--- src/rtl/i2cw_pkg.sv ---
package i2cw_pkg;

    localparam int WORD_W   = 16;
    localparam int BYTE_W   = 8;
    localparam int CNT_W    = 4;
    localparam logic [CNT_W-1:0] ACK_SLOT = CNT_W'(BYTE_W);
    localparam logic [CNT_W-1:0] SLOT_END = CNT_W'(BYTE_W + 1);
    localparam logic [6:0] DEFAULT_DEV_ADDR = 7'h2E;

    typedef enum logic [3:0] {
        ST_IDLE,
        ST_DEVADDR,
        ST_REGHI,
        ST_REGLO,
        ST_WDHI,
        ST_WDLO,
        ST_RDHI,
        ST_RDLO,
        ST_IGNORE
    } slot_e;

    typedef struct packed {
        logic scl_rise;
        logic scl_fall;
        logic start;
        logic stop;
        logic sda;
    } bus_ev_t;

    function automatic logic slot_is_tx(slot_e s);
        return (s == ST_RDHI) || (s == ST_RDLO);
    endfunction

    function automatic logic slot_is_active(slot_e s);
        return (s != ST_IDLE) && (s != ST_IGNORE);
    endfunction

    function automatic logic addr_hit(logic [BYTE_W-1:0] b, logic [6:0] dev);
        return b[BYTE_W-1:1] == dev;
    endfunction

endpackage

--- src/rtl/i2cw_sync.sv ---
module i2cw_sync #(
    parameter int   STAGES  = 2,
    parameter logic RST_VAL = 1'b1
) (
    input  logic clk,
    input  logic rst,
    input  logic d,
    output logic q
);
    logic [STAGES-1:0] chain;

    always_ff @(posedge clk) begin
        if (rst) chain <= {STAGES{RST_VAL}};
        else     chain <= {chain[STAGES-2:0], d};
    end

    assign q = chain[STAGES-1];
endmodule

--- src/rtl/i2cw_bus_events.sv ---
module i2cw_bus_events
    import i2cw_pkg::*;
#(
    parameter int SYNC_STAGES = 2
) (
    input  logic    clk,
    input  logic    rst,
    input  logic    scl_i,
    input  logic    sda_i,
    output bus_ev_t ev,
    output logic    scl_lvl
);
    localparam int N_LINES = 2;
    localparam int L_SCL   = 0;
    localparam int L_SDA   = 1;

    logic [N_LINES-1:0] raw;
    logic [N_LINES-1:0] synced;
    logic [N_LINES-1:0] prev;

    assign raw[L_SCL] = scl_i;
    assign raw[L_SDA] = sda_i;

    for (genvar g = 0; g < N_LINES; g++) begin : g_line
        i2cw_sync #(.STAGES(SYNC_STAGES), .RST_VAL(1'b1)) u_sync (
            .clk (clk),
            .rst (rst),
            .d   (raw[g]),
            .q   (synced[g])
        );
    end

    always_ff @(posedge clk) begin
        if (rst) prev <= '1;
        else     prev <= synced;
    end

    always_comb begin
        ev.scl_rise = !prev[L_SCL] &&  synced[L_SCL];
        ev.scl_fall =  prev[L_SCL] && !synced[L_SCL];
        ev.start    =  prev[L_SCL] &&  synced[L_SCL] &&  prev[L_SDA] && !synced[L_SDA];
        ev.stop     =  prev[L_SCL] &&  synced[L_SCL] && !prev[L_SDA] &&  synced[L_SDA];
        ev.sda      =  synced[L_SDA];
    end

    assign scl_lvl = synced[L_SCL];
endmodule

--- src/rtl/i2cw_proto.sv ---
module i2cw_proto
    import i2cw_pkg::*;
#(
    parameter logic [6:0] DEV_ADDR = DEFAULT_DEV_ADDR,
    parameter int         PTR_W    = 10
) (
    input  logic              clk,
    input  logic              rst,
    input  bus_ev_t           ev,
    output logic              sda_oe,
    output logic [PTR_W-1:0]  reg_addr,
    output logic [WORD_W-1:0] reg_wdata,
    output logic              reg_we,
    output logic              reg_re,
    input  logic [WORD_W-1:0] reg_rdata
);
    slot_e              slot;
    logic [CNT_W-1:0]   bit_cnt;
    logic [BYTE_W-1:0]  rx_sr;
    logic [BYTE_W-1:0]  hold_byte;
    logic [BYTE_W-2:0]  tx_rest;
    logic [WORD_W-1:0]  rd_word;
    logic               mack;
    logic               rd_cap;
    logic [PTR_W-1:0]   ptr;

    assign reg_addr = ptr;

    always_ff @(posedge clk) begin
        if (rst) begin
            slot      <= ST_IDLE;
            bit_cnt   <= '0;
            rx_sr     <= '0;
            hold_byte <= '0;
            tx_rest   <= '0;
            rd_word   <= '0;
            mack      <= 1'b0;
            rd_cap    <= 1'b0;
            ptr       <= '0;
            sda_oe    <= 1'b0;
            reg_we    <= 1'b0;
            reg_re    <= 1'b0;
            reg_wdata <= '0;
        end else begin
            reg_we <= 1'b0;
            reg_re <= 1'b0;
            rd_cap <= reg_re;
            if (rd_cap) rd_word <= reg_rdata;
            if (reg_we) ptr <= ptr + 1'b1;

            if (ev.stop) begin
                slot    <= ST_IDLE;
                bit_cnt <= '0;
                sda_oe  <= 1'b0;
                ptr     <= '0;
            end else if (ev.start) begin
                slot    <= ST_DEVADDR;
                bit_cnt <= '0;
                sda_oe  <= 1'b0;
            end else if (slot_is_active(slot)) begin
                // sample on the rising clock edge
                if (ev.scl_rise) begin
                    if (bit_cnt < ACK_SLOT) rx_sr <= {rx_sr[BYTE_W-2:0], ev.sda};
                    else                    mack  <= !ev.sda;
                    if (bit_cnt < SLOT_END) bit_cnt <= bit_cnt + 1'b1;
                end
                // drive only after the falling clock edge
                if (ev.scl_fall) begin
                    if (bit_cnt == ACK_SLOT) begin
                        unique case (slot)
                            ST_DEVADDR: begin
                                if (addr_hit(rx_sr, DEV_ADDR)) begin
                                    sda_oe <= 1'b1;
                                    if (rx_sr[0]) reg_re <= 1'b1;
                                end else begin
                                    slot <= ST_IGNORE;
                                end
                            end
                            ST_REGHI, ST_WDHI: begin
                                hold_byte <= rx_sr;
                                sda_oe    <= 1'b1;
                            end
                            ST_REGLO: begin
                                ptr    <= PTR_W'({hold_byte, rx_sr});
                                sda_oe <= 1'b1;
                            end
                            ST_WDLO: begin
                                reg_wdata <= {hold_byte, rx_sr};
                                reg_we    <= 1'b1;
                                sda_oe    <= 1'b1;
                            end
                            ST_RDHI: sda_oe <= 1'b0;
                            ST_RDLO: begin
                                sda_oe <= 1'b0;
                                ptr    <= ptr + 1'b1;
                                reg_re <= 1'b1;
                            end
                            default: sda_oe <= 1'b0;
                        endcase
                    end else if (bit_cnt == SLOT_END) begin
                        bit_cnt <= '0;
                        sda_oe  <= 1'b0;
                        unique case (slot)
                            ST_DEVADDR: begin
                                if (rx_sr[0]) begin
                                    slot    <= ST_RDHI;
                                    sda_oe  <= !rd_word[WORD_W-1];
                                    tx_rest <= rd_word[WORD_W-2:BYTE_W];
                                end else begin
                                    slot <= ST_REGHI;
                                end
                            end
                            ST_REGHI: slot <= ST_REGLO;
                            ST_REGLO: slot <= ST_WDHI;
                            ST_WDHI:  slot <= ST_WDLO;
                            ST_WDLO:  slot <= ST_WDHI;
                            ST_RDHI: begin
                                if (mack) begin
                                    slot    <= ST_RDLO;
                                    sda_oe  <= !rd_word[BYTE_W-1];
                                    tx_rest <= rd_word[BYTE_W-2:0];
                                end else begin
                                    slot <= ST_IGNORE;
                                end
                            end
                            ST_RDLO: begin
                                if (mack) begin
                                    slot    <= ST_RDHI;
                                    sda_oe  <= !rd_word[WORD_W-1];
                                    tx_rest <= rd_word[WORD_W-2:BYTE_W];
                                end else begin
                                    slot <= ST_IGNORE;
                                end
                            end
                            default: slot <= ST_IGNORE;
                        endcase
                    end else if (bit_cnt != '0 && slot_is_tx(slot)) begin
                        sda_oe  <= !tx_rest[BYTE_W-2];
                        tx_rest <= {tx_rest[BYTE_W-3:0], 1'b0};
                    end
                end
            end
        end
    end
endmodule

--- src/rtl/i2c_wordreg_slave.sv ---
module i2c_wordreg_slave
    import i2cw_pkg::*;
#(
    parameter logic [6:0] DEV_ADDR    = DEFAULT_DEV_ADDR,
    parameter int         PTR_W       = 10,
    parameter int         SYNC_STAGES = 2
) (
    input  logic              clk,
    input  logic              rst,
    input  logic              scl_i,
    input  logic              sda_i,
    output logic              sda_oe,
    output logic [PTR_W-1:0]  reg_addr,
    output logic [WORD_W-1:0] reg_wdata,
    output logic              reg_we,
    output logic              reg_re,
    input  logic [WORD_W-1:0] reg_rdata
);
    bus_ev_t bus_ev;
    logic    scl_s;

    i2cw_bus_events #(.SYNC_STAGES(SYNC_STAGES)) u_events (
        .clk     (clk),
        .rst     (rst),
        .scl_i   (scl_i),
        .sda_i   (sda_i),
        .ev      (bus_ev),
        .scl_lvl (scl_s)
    );

    i2cw_proto #(.DEV_ADDR(DEV_ADDR), .PTR_W(PTR_W)) u_proto (
        .clk       (clk),
        .rst       (rst),
        .ev        (bus_ev),
        .sda_oe    (sda_oe),
        .reg_addr  (reg_addr),
        .reg_wdata (reg_wdata),
        .reg_we    (reg_we),
        .reg_re    (reg_re),
        .reg_rdata (reg_rdata)
    );
endmodule

--- config.mk ---
export PLATFORM = sky130hd
export DESIGN_NAME = i2c_wordreg_slave
export DESIGN_NICKNAME = d
export VERILOG_FILES = /design/src/rtl/i2cw_pkg.sv /design/src/rtl/i2cw_sync.sv /design/src/rtl/i2cw_bus_events.sv /design/src/rtl/i2cw_proto.sv /design/src/rtl/i2c_wordreg_slave.sv
export SDC_FILE = /design/constraint.sdc
export NUM_CORES = 1
export LEC_CHECK = 0
export CELL_PAD_IN_SITES_DETAIL_PLACEMENT = 1
export CELL_PAD_IN_SITES_GLOBAL_PLACEMENT = 1
export CORE_MARGIN = 10
export CORE_UTILIZATION = 30
export DETAILED_ROUTE_END_ITERATION = 12
export PLACE_DENSITY = 0.68
export SYNTH_ARGS = -nofsm -noshare
export SYNTH_HDL_FRONTEND = slang
export SYNTH_SLANG_ARGS = --single-unit
--- constraint.sdc ---
create_clock -name clk -period 1.9 [get_ports clk]
set_input_delay 0.19 -clock clk [delete_from_list [all_inputs] [get_ports clk]]
set_output_delay 0.19 -clock clk [all_outputs]
set_load 0.01 [all_outputs]
After elaboration in Yosys (flattened, before gate mapping) --
Cells that the tools add are included.
Cells by class: reduce and logical (&&, ||, !) cells 39, add/sub/neg operators 2, mux-type cells 41, eq/ne operators 20, bitwise logic cells 6, magnitude comparators 2
Operators with widths (count):
- 10-bit two-way mux | 5
- 4-bit two-way mux | 11
- 7-bit two-way mux | 5
- 4-bit case mux with 6 select lines | 1
- 7-bit case mux with 3 select lines | 1
- 10-bit case mux with 2 select lines | 1
- 5-bit AND reduction | 4
- 4-bit by 3-bit == test with 1-bit output, second input constant | 4
- 1-bit two-way mux | 13
- 6-bit AND reduction | 2
- 10-bit by 1-bit adder with 10-bit output, second input constant | 1
- 10-bit AND reduction | 1
- 1-bit logical AND | 9
- 3-bit by 2-bit != test with 1-bit output, second input constant | 3
- 3-bit != test, second input constant | 3
- 4-bit by 2-bit == test with 1-bit output, second input constant | 2
- 4-bit == test, second input constant | 2
- 4-bit < comparator, second input constant | 2
- 4-bit != test, second input constant | 2
- 2-bit nonzero test | 4
- 4-bit nonzero test | 2
- 7-bit by 6-bit == test with 1-bit output, second input constant | 1
- 1-bit logical NOT | 7
- 1-bit inverter | 6
- 13 further kinds | 18
Word-level totals: output and inout bits 29, input port bits 20, bits in registers 84, word-level logic and storage cells 127

Depth between registers and ports, before layout --
Gate-level depths: netlist of run 1.
word-level depth 8, mapped depth 9, mapped depth without buffers 7

Modules after synthesis --
A second synthesis of run 1 with hierarchy kept.
Unflattened totals: cells, all modules 416, area total of the unflattened synthesis 3849.9 um^2
By module, submodules not included:
- i2cw_proto | area each 3659.8 um^2, times used 1, cells each 400
- i2cw_sync | area each 52.6 um^2, times used 2, cells each 4
- i2cw_bus_events | area each 85.1 um^2, times used 1, cells each 8

Worst setup path after synthesis of run 1 --
No wires, ideal clock.
path kind register to register, start point register u_proto.bit_cnt[0], end point register u_proto.reg_wdata[10], required time 1.772 ns, path buffers 2, setup slack 0.224 ns, arrival time 1.548 ns, cell stages (with the launch flop) 10, cell sequence dfxtp_1 > inv_1 > ha_1 > nand3b_2 > nor2_2 > nand4b_1 > buf_4 > buf_6 > mux2i_1 > nor2_1
Between the ends: longest elaborated chain between the ends 2
Ends and longest elaborated chain:
- start: declaration | line i2cw_proto.sv:18 | logic [CNT_W-1:0] bit_cnt;
- start signal: assignment | line i2cw_proto.sv:65 | if (bit_cnt < SLOT_END) bit_cnt <= bit_cnt + 1'b1;
- 4-bit == test | line i2cw_proto.sv:69 | if (bit_cnt == ACK_SLOT) begin
- 6-bit AND reduction (no line)
- end signal: assignment | line i2cw_proto.sv:88 | reg_wdata <= {hold_byte, rx_sr};
- end: declaration | line i2cw_proto.sv:12 | output logic [WORD_W-1:0] reg_wdata,
No other way between the ends. A chain may end at the register's enable or synchronous reset.

Worst setup path in the final report of run 1 --
start point register u_proto.slot[1], end point register u_proto.tx_rest[0]
Between the ends: longest elaborated chain between the ends 5, elaborated cells between the ends (all ways) 16, those cells by class 8 x eq/ne; 2 x mux; 6 x reduce/logical
Ends and longest elaborated chain:
- start: declaration | line i2cw_proto.sv:17 | slot_e slot;
- start signal: assignment | line i2cw_proto.sv:31 | slot <= ST_IDLE;
- start signal: assignment | line i2cw_proto.sv:52 | slot <= ST_IDLE;
- start signal: assignment | line i2cw_proto.sv:57 | slot <= ST_DEVADDR;
- 4-bit by 3-bit == test with 1-bit output | line i2cw_pkg.sv:31, i2cw_proto.sv:103
- 1-bit logical OR | line i2cw_pkg.sv:31 | return (s == ST_RDHI) || (s == ST_RDLO);
- 1-bit logical AND | line i2cw_proto.sv:137 | end else if (bit_cnt != '0 && slot_is_tx(slot)) begin
- 2-bit nonzero test (no line)
- 10-bit AND reduction (no line)
- end signal: assignment | line i2cw_proto.sv:121 | tx_rest <= rd_word[BYTE_W-2:0];
- end signal: assignment | line i2cw_proto.sv:130 | tx_rest <= rd_word[WORD_W-2:BYTE_W];
- end signal: assignment | line i2cw_proto.sv:139 | tx_rest <= {tx_rest[BYTE_W-3:0], 1'b0};
- end: declaration | line i2cw_proto.sv:21 | logic [BYTE_W-2:0] tx_rest;
Several ways; a longest one is shown, not always the timed one.

==> flow_summary.toml, run 1 <==
[grt]
grt_use_met1_pct = 14.8
use_met2_pct = 19.7
met3_usage_pct = 2.00
track_usage_pct = 11.9
grt_pass1_wl_microns = 17600
overflow = 0
antenna_found_initial = 0
grt.busiest_layer = "met2"
grt_max_degree = 44
grt_pass1_vias = 3395

[routing]
vias = 3276
wl_per_cell_microns = 16.3
viasPerCell = 4.95
firstDrtPassIters = 4
drc = 0
ant_nets = 0
drt_iter0_markers = 212
drt_wl_total_microns = 10800

[critical_path]
critPathLaunch = "u_proto.slot[1]"
critPathArrivalTime_ns = 2.04
max_stage_delay_ns = 0.58
critical-path-top-delay-family = "simple AND/OR/NAND/NOR gates"
crit_end = "u_proto.tx_rest[0]"
slowest_stage = "dfxtp_1"
worstPathMaxFanout = 9
endpoint_kind = "flop"
path_cells = "nand2_2 > nor4b_4 > o211ai_4 > o41ai_2"
critical_path_depth = 4
r2r_end = "u_proto.tx_rest[0]"
reg2reg_from = "u_proto.slot[1]"
critical_path_class = "reg -> reg"
reg2reg_setup_slack_ns = 0.09
startpoint_type = "flop"
crit_required_ns = 2.14
worst-path-buf-inv = 0
reg2reg_depth = 4

[floorplan]
coreArea_sq_um = 13100
die_area_sq_um = 18300
start_util_pct = 30.3
die_h_microns = 135
rows = 42
fp.dieW_microns = 135
top_level_ports = 49

[synth]
synth_nets = 442
synth_compound_area_share_pct = 11.2
ys.flop_type = "dfxtp_1"
avgSynthCellArea_sq_um = 9.56
yosysWarnings = 0
ys_seq_elements = 84
synthMuxAreaShare_pct = 16.1
yosysSeqAreaShare_pct = 42.2
synth_top_family_by_area = "simple AND/OR/NAND/NOR gates"
synthXorXnorAreaFrac_pct = 4.62
synth-adder-area-share_pct = 1.57
syn-instance-count = 417
synthSimpleGateAreaFrac_pct = 19.9
synth_enable_flop_cells = 0
ys_types = 64
async_reset_ff_share_pct = 0
syn_area_sq_um = 3990

[sta]
slew_viol_final = 0
finalSetupViolCount = 0
finClkSkew_ns = 0.0105
relSlewSlack_pct = 64.7
fmax_mhz = 554
tightest_slew_ns = 0.528
fin_ws_ns = 0.0950
period_share_pct = 95.0
fin_crit_ns = 1.81
hold_viol_final = 0
fin_tns_setup_ns = 0

[layout]
final_nets = 506
drive_above_1_share_pct = 16.7
diodes = 0
nFillCells = 1524
syn2layout_area_growth_pct = 30.0

[power_and_ir_drop]
power.density_nw_per_um2 = 769
peakVddDrop_mv = 0.350
total_power_mw = 3.98
p_leak_nw = 2.01

[cts]
numCtsBuffers = 9
clock-sinks = 84
clk_pin_slew_ns = 0.07
clock_path_buffers = 2
cts_tree = "done"
clkLatencyLatePin_ns = 0.34
clockRootBuffer = "clkbuf_16"
cts.htree.levels = 3

[placed_design]
post-place-ws_ns = 0.00612
gp_congestion = 0.882
io_buffer_count = 48
hpwlAfterDp_microns = 7540

[job]
max-cap-violations = 0

[outcome]
run_status = "finished clean"

[worst_hold_path]
min_path_type = "in -> reg"
[worst register-to-register path: stages, from the launching register on]
cell,delay (ns)
dfxtp_1,0.58
nand2_2,0.24
nor4b_4,0.36
o211ai_4,0.20
o41ai_2,0.33
[cell type report]
cell class,instances,area [sq um],area share (%)
Inverter,8,30.0,0.579
Tap cell,176,220,4.25
Clock buffer,9,225,4.35
Multi-Input combinational cell,298,2160,41.7
Sequential cell,84,1690,32.5
Clock inverter,7,133,2.56
Timing Repair Buffer,80,728,14.1
[per-stage QoR]
step	std cells	hold slack [ns]	instance area, sq um	utilization, %
finish	662	0.0673	5180	39.4
global route	662	0.0946	5180	39.4
CTS	658	0.0584	5120	39.0
detailed placement	642	0.401	4760	36.2
global placement	642	0.399	4760	36.2
floorplan	417	0.294	3990	-
[state kept, by name, indices dropped and copies added (netlist names), 2 cells and up]
register,count
u_proto.rd_word,16
u_proto.reg_wdata,16
u_proto.reg_addr,10
u_proto.hold_byte,8
u_proto.rx_sr,8
u_proto.tx_rest,7
u_events.g_line.u_sync.chain,4
u_proto.bit_cnt,4
u_proto.slot,4
u_events.prev,2
[worst min path at each step]
stage	slack, ns	cells after the start	end	start
6_report	0.07	2	u_proto.mack	rst
5_1_grt	0.09	2	u_proto.mack	rst
4_1_cts	0.06	2	u_proto.mack	rst
3_5_place_dp	0.40	1	u_events.g_line[1].u_sync.chain[1]	u_events.g_line[1].u_sync.chain[0]
3_3_place_gp	0.40	1	u_events.g_line[0].u_sync.chain[1]	u_events.g_line[0].u_sync.chain[0]
2_1_floorplan	0.29	1	u_events.g_line[0].u_sync.chain[0]	scl_i
[cells in the mapped netlist, types with 7 or more instances]
library cell / instances / area [sq um]
a22oi_1: 10 / 75.1
clkbuf_1: 13 / 48.8
dfxtp_1: 84 / 1680
inv_1: 8 / 30.0
mux2i_1: 63 / 631
nand2_1: 18 / 67.6
nand3_1: 8 / 40.0
nor2_1: 77 / 289
o21ai_0: 8 / 40.0
o22ai_1: 8 / 50.1
xnor2_1: 14 / 123
xor2_1: 7 / 61.3
[kinds of logic (layout without fill, tap and decap cells)]
kind of cell | count (synthesis) | in the layout
buf+inv | 35 | 104
xor+xnor | 21 | 21
fa+ha+maj | 5 | 5
flops | 84 | 84
simple gates | 152 | 152
compound gates | 56 | 56
mux | 64 | 64
[cells in the final DEF, fill, tap and decap left out, drive strengths merged, types with 2 or more instances in the layout]
master and n:
nor3b 2, a211oi 3, nand3b 3, or2 6
nor3 7, xnor2 14, a21oi 6, o21ai 8
o22ai 8, nand4 5, xor2 7, nand2b 2
nand3 9, and3 2, clkbuf 9, inv 10
a22o 3, buf 33, nand4bb 2, ha 5
nor2 79, clkdlybuf4s50 47, nand2 20, clkinv 2
o211ai 2, dfxtp 84, mux2i 63, nor4b 3
a41oi 2, a2111oi 3, a22oi 10, bufinv 3
nor2b 4, nor4 4
[layer usage]
layer | wire [microns] | up-vias
met4 | 144 | 0
li1 | - | 1599
met1 | 4950 | 1600
met5 | 0 | -
met3 | 402 | 14
met2 | 5310 | 63
[repair_timing]
action / CTS / global route
setup endpoints to repair: 1 / 31
pin swaps: 0 / 1
hold buffers: 0 / 0
buffers inserted: 0 / 4
resized for setup: 1 / 10
[report_power, final]
group / switching, mW / internal, mW / leakage [nW]
registers: 0.00876 / 1.77 / 0.679
logic: 0.0576 / 0.0585 / 1.16
clock network: 0.786 / 1.31 / 0.173
Note: power is estimated with default switching activity, not from simulation.
==> run 2: changes to the inputs <==
--- a/config.mk
+++ b/config.mk
@@ -10,6 +10,7 @@
 export CORE_MARGIN = 10
 export CORE_UTILIZATION = 30
 export DETAILED_ROUTE_END_ITERATION = 12
+export HOLD_SLACK_MARGIN = 0.08
 export PLACE_DENSITY = 0.68
 export SYNTH_ARGS = -nofsm -noshare
 export SYNTH_HDL_FRONTEND = slang
==> run 2 against run 1 <==
Sequential share of layout area is 0.063 points lower; utilization increased by 0.076 points; global-route usage is the same; clock power barely moved; final cell count grew 0.15%; flip-flop and latch count unchanged; critical path type unchanged; critical endpoint unchanged.
==> flow_summary.toml, run 2 (synthesized netlist as in run 1, its figures left out) <==
[sta]
finalSetupViolCount = 0
finClkSkew_ns = 0.0109
tightest_slew_ns = 0.510
fin_ws_ns = 0.0953
relSlewSlack_pct = 65.9
hold_viol_final = 0
fmax_mhz = 554
period_share_pct = 95.0
slew_viol_final = 0
fin_crit_ns = 1.80

[critical_path]
r2r_end = "u_proto.tx_rest[0]"
endpoint_kind = "flop"
critical_path_class = "reg -> reg"
reg2reg_from = "u_proto.slot[1]"
worstPathMaxFanout = 9
startpoint_type = "flop"
reg2reg_depth = 4
critPathArrivalTime_ns = 2.04
reg2reg_setup_slack_ns = 0.1
crit_required_ns = 2.14

[cts]
clock_path_buffers = 2
clk_pin_slew_ns = 0.07
cts.htree.levels = 3
clock-sinks = 84
numCtsBuffers = 9
clkLatencyLatePin_ns = 0.34
cts_tree = "done"
clockRootBuffer = "clkbuf_16"

[layout]
final_nets = 507
fin_cells = 663
mostFrequentLayoutCell = "dfxtp_1"
syn2layout_area_growth_pct = 30.3
drive_above_1_share_pct = 16.6
diodes = 0
multi_input_area_sq_um = 2160
nFillCells = 1523
ff_latch_area_sq_um = 1690
mostFrequentLayoutCells = "dfxtp_1 (81), nor2_1 (76), mux2i_1 (63)"
postLayoutCoreUtil_pct = 39.5

[power_and_ir_drop]
power.density_nw_per_um2 = 768
peakVddDrop_mv = 0.350
p_leak_nw = 2.01
total_power_mw = 3.99

[grt]
grt_pass1_wl_microns = 17700
grt_pass1_vias = 3398
overflow = 0
track_usage_pct = 11.9
antenna_found_initial = 0
grt_max_degree = 44

[routing]
drt_wl_total_microns = 10800
wl_per_cell_microns = 16.3
ant_nets = 0
vias = 3261
firstDrtPassIters = 4
drc = 0
viasPerCell = 4.92
drt_iter0_markers = 233

[worst_hold_path]
min_from = "u_events.g_line[1].u_sync.chain[0]"
min_to = "u_events.g_line[1].u_sync.chain[1]"
min_path_cells = 1
min_path_type = "reg -> reg"

[floorplan]
top_level_ports = 49
die_h_microns = 135
rows = 42
coreArea_sq_um = 13100
start_util_pct = 30.3
fp.dieW_microns = 135
die_area_sq_um = 18300

[outcome]
run_status = "finished clean"

[placed_design]
hpwlAfterDp_microns = 7540
io_buffer_count = 48
post-place-ws_ns = 0.00612
gp_congestion = 0.882
dpl.cell_count = 642

[job]
max-cap-violations = 0
run 2: area by class of cell:
type | instances | share of cell area, %
multi-input combinational | 298 | 41.6
sequential | 84 | 32.5
timing repair buffer | 81 | 14.2
clock buffer | 9 | 4.34
tap | 176 | 4.24
clock inverter | 7 | 2.55
inverter | 8 | 0.578
run 2: report_power, final:
part / total [mW] / leakage, nW / internal (mW) / switching [mW]
clock network: 2.09 / 0.173 / 1.31 / 0.786
logic: 0.118 / 1.16 / 0.0598 / 0.0582
registers: 1.77 / 0.679 / 1.77 / 0.00888
run 2: per-stage QoR:
stage          hold slack [ns]  setup TNS (ns)  instance area, sq um
6_report                 0.412               0                  5190
3_5_place_dp             0.401               0                  4760
3_3_place_gp             0.399               0                  4760
4_1_cts                  0.407               0                  5130
2_1_floorplan            0.294               0                  3990
5_1_grt                  0.432         -0.0370                  5190
run 2: worst max-delay path by stage:
stage	from	to	slack, ns	cells past startpoint
global placement	u_proto.bit_cnt[0]	u_proto.tx_rest[6]	0.11	7
floorplan	u_proto.bit_cnt[0]	u_proto.reg_wdata[10]	0.22	9
CTS	u_proto.bit_cnt[1]	u_proto.tx_rest[3]	0.02	7
detailed placement	u_proto.bit_cnt[0]	u_proto.tx_rest[0]	0.006	6
finish	u_proto.slot[1]	u_proto.tx_rest[0]	0.1	4
global route	u_proto.bit_cnt[0]	u_proto.slot[2]	-0.04	7
run 2: timing repair:
item                                   CTS  global route
hold buffers                             1             0
setup endpoints to repair                1            31
pin swaps                                0             1
gates resized for setup                  1            10
setup buffers                            0             4
cloned                                   0             0
endpoints found under the hold margin    1             0
run 2: worst max-delay path, stage by stage (launching register included):
cell and delay [ns]:
dfxtp_1 0.58, nand2_2 0.24, nor4b_4 0.36, o211ai_4 0.20, o41ai_2 0.32
run 2: layer usage:
layer	wire length [microns]	global-route usage (%)	vias to the layer above
met5	0	0	-
met2	5300	19.7	52
met3	348	2.04	19
li1	-	-	1600
met1	5010	14.8	1590
met4	160	5.14	0
